$ cat src/rtl/busdisp_pkg.sv
package busdisp_pkg;

  localparam int SEG_W = 7;
  localparam int NIB_W = 4;

  // One display position: a value nibble and a dark flag.
  typedef struct packed {
    logic             blank;
    logic [NIB_W-1:0] val;
  } digit_t;

  // Active-high glyphs, bit 0 = segment a .. bit 6 = segment g.
  function automatic logic [SEG_W-1:0] glyph(input logic [NIB_W-1:0] v);
    logic [SEG_W-1:0] g;
    case (v)
      4'h0:    g = 7'h3F;
      4'h1:    g = 7'h06;
      4'h2:    g = 7'h5B;
      4'h3:    g = 7'h4F;
      4'h4:    g = 7'h66;
      4'h5:    g = 7'h6D;
      4'h6:    g = 7'h7D;
      4'h7:    g = 7'h07;
      4'h8:    g = 7'h7F;
      4'h9:    g = 7'h6F;
      4'hA:    g = 7'h77;
      4'hB:    g = 7'h7C;
      4'hC:    g = 7'h39;
      4'hD:    g = 7'h5E;
      4'hE:    g = 7'h79;
      default: g = 7'h71;
    endcase
    return g;
  endfunction

endpackage

$ cat src/rtl/busdisp_bin2bcd.sv
// Combinational shift-and-add-3 binary to BCD converter.
module busdisp_bin2bcd #(
  parameter int BIN_W  = 16,
  parameter int DIGITS = 5
) (
  input  logic [BIN_W-1:0]    bin_i,
  output logic [4*DIGITS-1:0] bcd_o
);

  localparam int BCD_W = 4 * DIGITS;
  localparam int ACC_W = BIN_W + BCD_W;

  logic [ACC_W-1:0] acc;

  always_comb begin
    acc = '0;
    acc[BIN_W-1:0] = bin_i;
    for (int s = 0; s < BIN_W; s++) begin
      for (int d = 0; d < DIGITS; d++) begin
        if (acc[BIN_W+4*d +: 4] >= 4'd5)
          acc[BIN_W+4*d +: 4] = acc[BIN_W+4*d +: 4] + 4'd3;
      end
      acc = acc << 1;
    end
  end

  assign bcd_o = acc[BIN_W +: BCD_W];

endmodule

$ cat src/rtl/busdisp_digit_sel.sv
// Chooses the value and dark flag of each position for the active format.
module busdisp_digit_sel
  import busdisp_pkg::*;
#(
  parameter int DATA_W = 16,
  parameter int DIGITS = 5
) (
  input  logic [DATA_W-1:0]       word_i,
  input  logic                    dec_i,
  input  logic [4*DIGITS-1:0]     bcd_i,
  output digit_t [DIGITS-1:0]     digits_o
);

  localparam int NIBS  = DATA_W / NIB_W;
  localparam int PAD_W = NIB_W * DIGITS;

  logic [PAD_W-1:0] padded;
  assign padded = PAD_W'(word_i);

  always_comb begin
    logic lead;
    lead = 1'b1;
    for (int i = DIGITS - 1; i >= 0; i--) begin
      if (dec_i) begin
        // Leading-zero suppression, position 0 always visible.
        digits_o[i].val = bcd_i[4*i +: 4];
        if (i == 0) digits_o[i].blank = 1'b0;
        else        digits_o[i].blank = lead && (bcd_i[4*i +: 4] == 4'd0);
        lead = digits_o[i].blank;
      end else begin
        // Hex: nibbles on the low positions, the rest dark.
        digits_o[i].val   = padded[NIB_W*i +: NIB_W];
        digits_o[i].blank = (i >= NIBS);
      end
    end
  end

endmodule

$ cat src/rtl/busdisp_pwm.sv
// Free-running brightness counter and duty comparator.
module busdisp_pwm #(
  parameter int CNT_W = 8
) (
  input  logic             clk,
  input  logic             rst_n,
  input  logic [CNT_W-1:0] duty_i,
  output logic             on_o
);

  logic [CNT_W-1:0] cnt_q;

  always_ff @(posedge clk or negedge rst_n) begin
    if (!rst_n) cnt_q <= '0;
    else        cnt_q <= cnt_q + 1'b1;
  end

  assign on_o = (cnt_q < duty_i);

  // counter advances by one each cycle
  a_r6_count_step: assert property (@(posedge clk) disable iff (!rst_n)
    (cnt_q != '1) |=> (cnt_q == $past(cnt_q) + 1'b1));

  // counter wraps to zero after its maximum
  a_r6_count_wrap: assert property (@(posedge clk) disable iff (!rst_n)
    (cnt_q == '1) |=> (cnt_q == '0));

  // zero duty never enables the drive
  a_r6_zero_duty_dark: assert property (@(posedge clk) disable iff (!rst_n)
    (duty_i == '0) |-> !on_o);

endmodule

$ cat src/rtl/busdisp_top.sv
module busdisp_top
  import busdisp_pkg::*;
#(
  parameter int DATA_W = 16,
  parameter int DIGITS = 5,
  parameter int PWM_W  = 8
) (
  input  logic                      clk,
  input  logic                      rst_n,
  input  logic [DATA_W-1:0]         bus_word,
  input  logic                      dec_mode,
  input  logic                      signed_mode,
  input  logic [PWM_W-1:0]          duty,
  output logic [SEG_W*DIGITS-1:0]   seg_o,
  output logic                      minus_o
);

  localparam int OUT_W = SEG_W * DIGITS;

  logic                neg;
  logic [DATA_W-1:0]   mag;
  logic [4*DIGITS-1:0] bcd;
  digit_t [DIGITS-1:0] digits;
  logic [OUT_W-1:0]    raw_seg;
  logic                pwm_on;

  // Sign handling: only decimal signed mode looks at the top bit.
  assign neg = dec_mode && signed_mode && bus_word[DATA_W-1];
  assign mag = neg ? -bus_word : bus_word;

  busdisp_bin2bcd #(.BIN_W(DATA_W), .DIGITS(DIGITS)) u_bcd (
    .bin_i (mag),
    .bcd_o (bcd)
  );

  busdisp_digit_sel #(.DATA_W(DATA_W), .DIGITS(DIGITS)) u_sel (
    .word_i   (bus_word),
    .dec_i    (dec_mode),
    .bcd_i    (bcd),
    .digits_o (digits)
  );

  for (genvar g = 0; g < DIGITS; g++) begin : g_glyph
    assign raw_seg[SEG_W*g +: SEG_W] = digits[g].blank ? '0 : glyph(digits[g].val);
  end

  busdisp_pwm #(.CNT_W(PWM_W)) u_pwm (
    .clk    (clk),
    .rst_n  (rst_n),
    .duty_i (duty),
    .on_o   (pwm_on)
  );

  assign seg_o   = pwm_on ? raw_seg : '0;
  assign minus_o = pwm_on && neg;

  // gate off means every drive is dark
  a_r6_gate_dark: assert property (@(posedge clk) disable iff (!rst_n)
    !pwm_on |-> (seg_o == '0 && !minus_o));

  // minus only for a negative word in decimal signed mode
  a_r3_minus_source: assert property (@(posedge clk) disable iff (!rst_n)
    minus_o |-> (dec_mode && signed_mode && bus_word[DATA_W-1]));

  // leftmost position dark in hex mode
  a_r1_hex_left_dark: assert property (@(posedge clk) disable iff (!rst_n)
    !dec_mode |-> (seg_o[SEG_W*(DIGITS-1) +: SEG_W] == '0));

  // rightmost digit lit whenever the gate is on in decimal mode
  a_r2_digit0_lit: assert property (@(posedge clk) disable iff (!rst_n)
    (dec_mode && pwm_on) |-> (seg_o[SEG_W-1:0] != '0));

  // a visible leftmost decimal digit is never a zero
  a_r2_no_lead_zero: assert property (@(posedge clk) disable iff (!rst_n)
    (dec_mode && !digits[DIGITS-1].blank) |-> (digits[DIGITS-1].val != '0));

endmodule

$ cat config.mk
export PLATFORM = sky130hd
export DESIGN_NAME = busdisp_top
export DESIGN_NICKNAME = d
export VERILOG_FILES = /design/src/rtl/busdisp_pkg.sv /design/src/rtl/busdisp_bin2bcd.sv /design/src/rtl/busdisp_digit_sel.sv /design/src/rtl/busdisp_pwm.sv /design/src/rtl/busdisp_top.sv
export SDC_FILE = /design/constraint.sdc
export NUM_CORES = 1
export LEC_CHECK = 0
export BUFFER_PORTS_ARGS = -buffer_cell sky130_fd_sc_hd__buf_2
export CAP_MARGIN = 0
export CORE_MARGIN = 4
export CORE_UTILIZATION = 55
export CTS_CLUSTER_DIAMETER = 100
export CTS_CLUSTER_SIZE = 28
export DETAILED_ROUTE_END_ITERATION = 6
export PLACE_DENSITY = 0.74
export RECOVER_POWER = 100
export SLEW_MARGIN = 5
export SYNTH_ARGS = -nofsm -noshare
export SYNTH_HDL_FRONTEND = slang
export SYNTH_HIERARCHICAL = 1
export SYNTH_SLANG_ARGS = --single-unit
$ cat constraint.sdc
create_clock -name clk -period 33.1 [get_ports clk]
set_input_delay 3.31 -clock clk [delete_from_list [all_inputs] [get_ports clk]]
set_output_delay 3.31 -clock clk [all_outputs]
set_load 0.1 [all_outputs]
==> results of run 1 <==
synth_stat cells (7+ instances only):
library cell  number  area share [%]
nor2_1           101             4.9
nand2_1           81             3.9
ha_1              67              11
a21oi_1           61             3.9
inv_1             60             2.9
o21ai_0           49             3.2
nor3_1            42             2.7
nand3_1           41             2.6
clkbuf_1          31             1.5
mux2_2            24             3.5
a211oi_1          23             2.2
xnor2_1           22             2.5
nand2b_1          21             1.7
mux2i_1           19             2.5
nor2b_1           19             1.5
and2_1            17             1.4
a221oi_1          16             1.8
a31oi_1           15             1.2
o21ai_1           15            0.97
xor2_1            15             1.7
o211ai_1          13             1.3
a21o_1            11             1.1
buf_2             10            0.65
and3_1             9            0.73
o31ai_1            9            0.87
a21oi_2            8            0.90
a31o_2             8            0.90
dfrtp_1            8             2.6
o21a_1             8            0.77
a211o_1            7            0.79
a22oi_1            7            0.68
nand4_1            7            0.56
nor4_1             7            0.56
o22ai_1            7            0.56
routing by layer:
| layer | global-route usage, % | vias up | routed length, µm |
|---|---|---|---|
| met5 | 0 | - | 0 |
| met4 | 3.97 | 0 | 264 |
| met3 | 1.56 | 26 | 670 |
| met2 | 38.4 | 200 | 9180 |
| met1 | 31.2 | 3722 | 9160 |
| li1 | - | 4105 | - |
stage by stage:
step | util (%) | instance area, µm² | setup slack [ns] | cells
2_1_floorplan | - | 7750 | 10.93 | 1070
3_3_place_gp | 58.7 | 8120 | 11.12 | 1271
3_5_place_dp | 58.7 | 8120 | 10.73 | 1271
4_1_cts | 59.3 | 8190 | 10.68 | 1274
5_1_grt | 58.6 | 8110 | 7.46 | 1274
6_report | 58.6 | 8110 | 8.98 | 1274
logic make-up (layout without fill, tap and decap cells):
| logic type | Yosys count | in the layout |
|---|---|---|
| xor+xnor | 45 | 45 |
| fa+ha+maj | 70 | 70 |
| flops | 8 | 8 |
| simple gates | 407 | 407 |
| compound gates | 363 | 363 |
| mux | 58 | 58 |
| buf+inv | 118 | 142 |
| other cells | 1 | 1 |
path summary, 6_finish.rpt:
kind	start	end	slack, ns	cells past startpoint
max	bus_word[1]	seg_o[31]	8.98	65
min in group asynchronous	rst_n	u_pwm/cnt_q[5]	2.98	1
max in group asynchronous	rst_n	u_pwm/cnt_q[1]	29.83	1
max reg2reg	u_pwm/cnt_q[1]	u_pwm/cnt_q[6]	31.93	4
min	u_pwm/cnt_q[7]	u_pwm/cnt_q[7]	0.47	1
min reg2reg	u_pwm/cnt_q[7]	u_pwm/cnt_q[7]	0.47	1
final cells by class:
| type | count | area share, % |
|---|---|---|
| multi-input cells | 944 | 86.4 |
| flip-flops and latches | 8 | 2.47 |
| clock buffers | 3 | 0.926 |
| repair buffers | 72 | 4.24 |
| well taps | 180 | 2.78 |
| inverters | 67 | 3.16 |
==> flow_summary.ini, run 1 <==
[worst_setup_path]
crit_slowest_cell = o311ai_0
crit_buf_inv = 8
critPathMaxStageDelay_ns = 1.01
path_delay_family = compound AO/OA/AOI/OAI gates
cp.required_ns = 29.79
path_class = in2out
crit_arrival_ns = 20.81
start_kind = input port
crit_fanout = 10
crit_top_cell = ha_1
cp-end-kind = output port

[clock_network]
ctsHoldBuffers = 0
post_cts_buffers = 0
cts_root_buf = clkbuf_16
clkLatencyLatePin_ns = 0.23
cts_resized = 0
cts_buffers = 3
cts.clk_slew.worst_paths_ns = 0.04
clockBufferDepth = 2
cts_tree = built
htree_levels = 1
cts_sinks = 8

[routing]
first_pass_iters = 5
wl_per_cell_um = 15.1
drc = 0
routed_wl_mm = 19.3
drtIter0Drc = 632
num_vias = 8053
ant_nets = 0
vias_per_cell = 6.32

[die]
dieArea_um2 = 16100
die_h_um = 127
core_area_um2 = 13800
fp.dieW_um = 127
rows = 43
initial_core_util_pct = 56.1
ios = 64

[timing]
fin_crit_ns = 24.12
fmax_mhz = 41.5
final.period_utilization_pct = 72.9
drv_slew = 0
hold_viol = 0
finalClockSkew_ns = 0.00157
worstMarginPinSlew_ns = 1.20
max_slew_margin_pct = 20.5
holdWs_ns = 0.465
tns_ns = 0
setup_viol = 0
rsz0062_at_grt = false

[synth]
synth_simple_gate_area_share_pct = 27.6
syn_inst = 1070
synthArstFlopShare_pct = 100
synth_top_family_by_area = compound AO/OA/AOI/OAI gates
synthAdderAreaFrac_pct = 11.2
synth_edf_count = 0
yosysSeqAreaShare_pct = 2.58
synth_nets = 1165
yosysWarnings = 6
synth_compound_area_share_pct = 36.5
synthMuxAreaShare_pct = 9.47
ys_seq_elements = 8
synth_ff_type = dfrtp_1
syn_area_um2 = 7750
synth-xor-area-share_pct = 6.08
synth_cell_types = 128
synth_area_per_cell_um2 = 7.25

[placement]
port_buffers = 63
gp_congestion = 0.928
dp_hpwl_mm = 15.2

[finish]
diodes = 0
final_nets = 1191
seqCellArea_um2 = 200
largest_reg_flops = 8
largest_register = u_pwm/cnt_q
final_cell_mix = 102 x nor2_1, 81 x nand2_1, 67 x ha_1
multi_input_area_um2 = 7010
reg_top3 = u_pwm/cnt_q x8
area_delta_synth_final_pct = 4.58
layout_commonest_cell = nor2_1
drive_above_1_share_pct = 15.4
nFillCells = 1321

[global_routing]
grt_max_degree = 26
overflow = 0
antenna_found_initial = 0
grt_pass1_vias = 7066
track_usage_pct = 22.4
grt_pass1_wl_mm = 32.2

[min_path]
hp-class = reg2reg

[run]
timing.max_cap.violations = 0

[outcome]
outcome = complete, no violations
Power of run 1 is not shown: default switching activity piles up to over one toggle a cycle in this logic, so the estimate is an artifact.
==> run 2: changes to the inputs <==
Settings changed: PLACE_DENSITY 0.74 to 0.77.
Clock period 33.1 ns to 20 ns, I/O delays scaled along.
==> flow_summary.ini, run 2 (same netlist as run 1, synthesis figures left out) <==
[outcome]
outcome = complete, no violations

[clock_network]
cts.clk_slew.worst_paths_ns = 0.04
cts_buffers = 3
htree_levels = 1
cts_tree = built
cts_sinks = 8
clockBufferDepth = 2
clkLatencyLatePin_ns = 0.23
cts_root_buf = clkbuf_16

[timing]
max_slew_margin_pct = 22.9
hold_viol = 0
setup_viol = 0
worstMarginPinSlew_ns = 1.16
finalClockSkew_ns = 0.00183
fmax_mhz = 52.7
fin_crit_ns = 18.97
final.period_utilization_pct = 94.8
drv_slew = 0

[global_routing]
track_usage_pct = 22.6
antenna_found_initial = 0
grt_pass1_wl_mm = 32.6
overflow = 0
grt_pass1_vias = 7190
grt_max_degree = 26

[finish]
area_delta_synth_final_pct = 7.31
layout_commonest_cell = nor2_1
largest_reg_flops = 8
fin_cells = 1282
drive_above_1_share_pct = 19.3
diodes = 0
final_cell_mix = 102 x nor2_1, 80 x nand2_1, 64 x ha_1
largest_register = u_pwm/cnt_q
final_nets = 1199
reg_top3 = u_pwm/cnt_q x8

[placement]
dp_hpwl_mm = 15.2
port_buffers = 63
gp_congestion = 0.891
place_inst = 1273

[worst_setup_path]
start_kind = input port
cp-end-kind = output port
path_class = in2out
cp.required_ns = 18.00
crit_fanout = 9
critPathMaxStageDelay_ns = 0.54
crit_arrival_ns = 16.97
crit_top_cell = ha_1
crit_slowest_cell = xnor3_2

[routing]
top_layer = met4
ant_nets = 0
routed_wl_mm = 19.4
first_pass_iters = 5
wl_met3_um = 658
num_vias = 8176
routedLengthMet1_mm = 9.08
drc = 0
dr_wl_met2_mm = 9.49
wl_per_cell_um = 15.2
drtIter0Drc = 625
vias_per_cell = 6.38

[run]
timing.max_cap.violations = 0

[die]
rows = 43
ios = 64
dieArea_um2 = 16100
fp.dieW_um = 127
core_area_um2 = 13800
initial_core_util_pct = 56.1
die_h_um = 127

[min_path]
hp-class = reg2reg
[run 2: cell type report]
type | count | area (µm²)
multi-input cells | 944 | 7100
fillers | 1281 | 5510
clock buffers | 3 | 75.1
repair buffers | 80 | 460
flip-flops and latches | 8 | 200
well taps | 180 | 225
inverters | 67 | 256
[run 2: final timing paths]
kind | from | end | slack, ns | depth (start not counted)
worst max-delay path | bus_word[0] | seg_o[31] | 1.03 | 69
worst min-delay path | u_pwm/cnt_q[7] | u_pwm/cnt_q[7] | 0.47 | 1
worst max register to register | u_pwm/cnt_q[0] | u_pwm/cnt_q[6] | 18.81 | 4
worst min register to register | u_pwm/cnt_q[7] | u_pwm/cnt_q[7] | 0.47 | 1
max in group asynchronous | rst_n | u_pwm/cnt_q[3] | 18.00 | 1
min in group asynchronous | rst_n | u_pwm/cnt_q[7] | 1.69 | 1
[run 2: metrics by stage]
| step | TNS (ns) | instance area, µm² | worst slack (ns) | hold slack (ns) | utilization [%] |
|---|---|---|---|---|---|
| 6_report | 0 | 8320 | 1.03 | 0.474 | 60.2 |
| 5_1_grt | -0.147 | 8320 | -0.0545 | 0.484 | 60.2 |
| 4_1_cts | 0 | 8210 | 0.570 | 0.478 | 59.4 |
| 3_5_place_dp | 0 | 8130 | 0.592 | 0.472 | 58.8 |
| 3_3_place_gp | 0 | 8130 | 1.10 | 0.468 | 58.8 |
| 2_1_floorplan | 0 | 7750 | 0.448 | 0.446 | - |
[run 2: routing by layer]
metal  GRT usage, %  vias up
met1           31.5     3833
met3          0.968       24
met5              0        -
li1               -     4113
met2           39.6      206
met4           3.03        0
[run 2: repair_timing]
item,in CTS,in global routing
gates resized for setup,0,25
endpoints found under the setup margin,0,28
hold buffers,0,0
buffers inserted,0,6
[run 2: worst max-delay path: cells and delay by family]
| kind | cells | cell delay, ns |
|---|---|---|
| AO/OA/AOI/OAI | 17 | 3.81 |
| adder cells (fa/ha/maj) | 11 | 2.68 |
| buffers and inverters | 9 | 1.08 |
| XOR/XNOR | 5 | 1.21 |
| multiplexers | 5 | 1.57 |
| AND/OR/NAND/NOR | 22 | 4.60 |
Power of run 2 is left out for the same reason.
==> run 3: changes to the inputs <==
Settings changed: ABC_AREA set to 1, CORE_UTILIZATION 55 to 35, PLACE_DENSITY 0.77 to not set.
==> flow_summary.ini, run 3 <==
[outcome]
outcome = complete, no violations

[finish]
seqCellArea_um2 = 200
final_nets = 1273
final_util_pct = 38.8
finalInstanceArea_um2 = 6700
area_delta_synth_final_pct = 8.77
largest_register = u_pwm/cnt_q
multi_input_area_um2 = 5080
reg_top3 = u_pwm/cnt_q x8
nFillCells = 1947
largest_reg_flops = 8
final_cell_mix = 338 x nand2_1, 189 x inv_1, 110 x nand3_1
diodes = 0
drive_above_1_share_pct = 16.4
layout_commonest_cell = nand2_1

[timing]
fmax_mhz = 59.0
max_slew_margin_pct = 20.4
tns_ns = 0
finalClockSkew_ns = 0.00336
holdWs_ns = 0.482
final.period_utilization_pct = 84.7
drv_slew = 0
fin_crit_ns = 16.94
rsz0062_at_grt = false
worstMarginPinSlew_ns = 1.20
hold_viol = 0
setup_viol = 0

[clock_network]
cts_sinks = 8
post_cts_buffers = 0
ctsHoldBuffers = 0
cts_tree = built
cts_root_buf = clkbuf_16
cts_buffers = 3
cts.clk_slew.worst_paths_ns = 0.03
cts_resized = 0
htree_levels = 1
clkLatencyLatePin_ns = 0.23
clockBufferDepth = 2

[die]
initial_core_util_pct = 35.6
rows = 48
fp.dieW_um = 141
core_area_um2 = 17300
die_h_um = 141
dieArea_um2 = 19800
ios = 64

[routing]
drc = 0
routed_wl_mm = 14.5
drtIter0Drc = 265
wl_per_cell_um = 10.3
vias_per_cell = 4.69
num_vias = 6571
ant_nets = 0
first_pass_iters = 4

[global_routing]
antenna_found_initial = 0
overflow = 0
grt_pass1_vias = 5778
grt_pass1_wl_mm = 24.7
track_usage_pct = 13.9
grt_max_degree = 25

[synth]
netlist.area_leader.share_pct = 20.6
synth_top_family_by_area = simple AND/OR/NAND/NOR gates
synth_edf_count = 0
yosysSeqAreaShare_pct = 3.25
synth_ff_type = dfrtp_1
syn_area_um2 = 6160
synthMuxAreaShare_pct = 0
synth_simple_gate_area_share_pct = 51.2
yosys.area.top_type = nand2_1
synth_nets = 1215
synthAdderAreaFrac_pct = 13.6
yosysWarnings = 6
synth_commonest_cells = 338 x nand2_1, 189 x inv_1, 109 x nand3_1
synthArstFlopShare_pct = 100
synth_area_per_cell_um2 = 5.50
ys_top_cells_by_area = nand2_1 21%, ha_1 14%, inv_1 12%
synth_most_common_cell = nand2_1
synth_cell_types = 43
synth-xor-area-share_pct = 4.10
synth_compound_area_share_pct = 13.6
syn_inst = 1120
ys_seq_elements = 8

[worst_setup_path]
cp.required_ns = 18.00
r2r_setup_slack_ns = 18.92
reg2reg_from = u_pwm/cnt_q[2]
crit_fanout = 16
cp-end-kind = output port
path_class = in2out
crit_arrival_ns = 14.94
worstReg2RegEnd = u_pwm/cnt_q[7]
crit_slowest_cell = clkbuf_1
reg2reg_depth = 4
start_kind = input port
critPathMaxStageDelay_ns = 0.89
crit_top_cell = nand2_1

[min_path]
hp-class = reg2reg
holdPathStages = 1
hp-start = u_pwm/cnt_q[0]
holdPathEnd = u_pwm/cnt_q[0]

[placement]
gp_congestion = 0.909
dp_hpwl_mm = 12.6
port_buffers = 63
place_area_um2 = 6680

[run]
timing.max_cap.violations = 0
-- run 3: cell count changes in the layout (fill, tap and decap cells not counted), moves of 21 or more --
cell      change
nor3_1       -36
mux2_2       -24
nand3_2      +28
nand2_1     +258
nor2_1       -59
nand2b_1     -21
nand3_1      +69
a211oi_1     -21
clkbuf_1     +29
nand2_2      +69
inv_1       +129
-- run 3: worst max-delay path by stage --
stage | startpoint | endpoint | slack, ns | depth (start not counted)
2_1_floorplan | bus_word[1] | seg_o[10] | 3.96 | 90
3_3_place_gp | dec_mode | seg_o[8] | 4.35 | 93
3_5_place_dp | dec_mode | seg_o[8] | 3.86 | 93
4_1_cts | dec_mode | seg_o[8] | 3.83 | 93
5_1_grt | dec_mode | seg_o[20] | 1.60 | 93
6_report | dec_mode | seg_o[10] | 3.06 | 92
-- run 3: cell type report --
| class | instances | share of cell area, % |
|---|---|---|
| clock buffers | 3 | 1.12 |
| inverters | 212 | 11.9 |
| multi-input cells | 890 | 75.8 |
| flip-flops and latches | 8 | 2.99 |
| well taps | 225 | 4.20 |
| repair buffers | 63 | 4.01 |
-- run 3: kinds of logic after synthesis --
group                    count (synthesis)
buffers and inverters                  222
AO/OA/AOI/OAI                          143
flip-flops                               8
other                                    1
AND/OR/NAND/NOR                        651
adder cells (fa/ha/maj)                 67
XOR/XNOR                                28
-- run 3: stage by stage --
stage	std cells	setup slack, ns
after floorplan	1120	3.96
after global placement	1398	4.35
after detailed placement	1398	3.86
after CTS	1401	3.83
after global routing	1401	1.60
final	1401	3.06
-- run 3: worst max-delay path: cells and delay by family --
kind / cells / cell delay, ns
simple gates: 47 / 5.53
buf+inv: 21 / 2.81
fa+ha+maj: 12 / 2.22
compound gates: 10 / 1.99
xor+xnor: 2 / 0.37
-- run 3: per-layer routing --
metal | vias to the layer above | track usage, % | wire (µm)
met5 | - | 0 | 0
li1 | 3668 | - | -
met3 | 6 | 0.814 | 422
met4 | 0 | 1.38 | 138
met2 | 70 | 24.6 | 6570
met1 | 2827 | 19.2 | 7360
Power of run 3 is left out for the same reason.
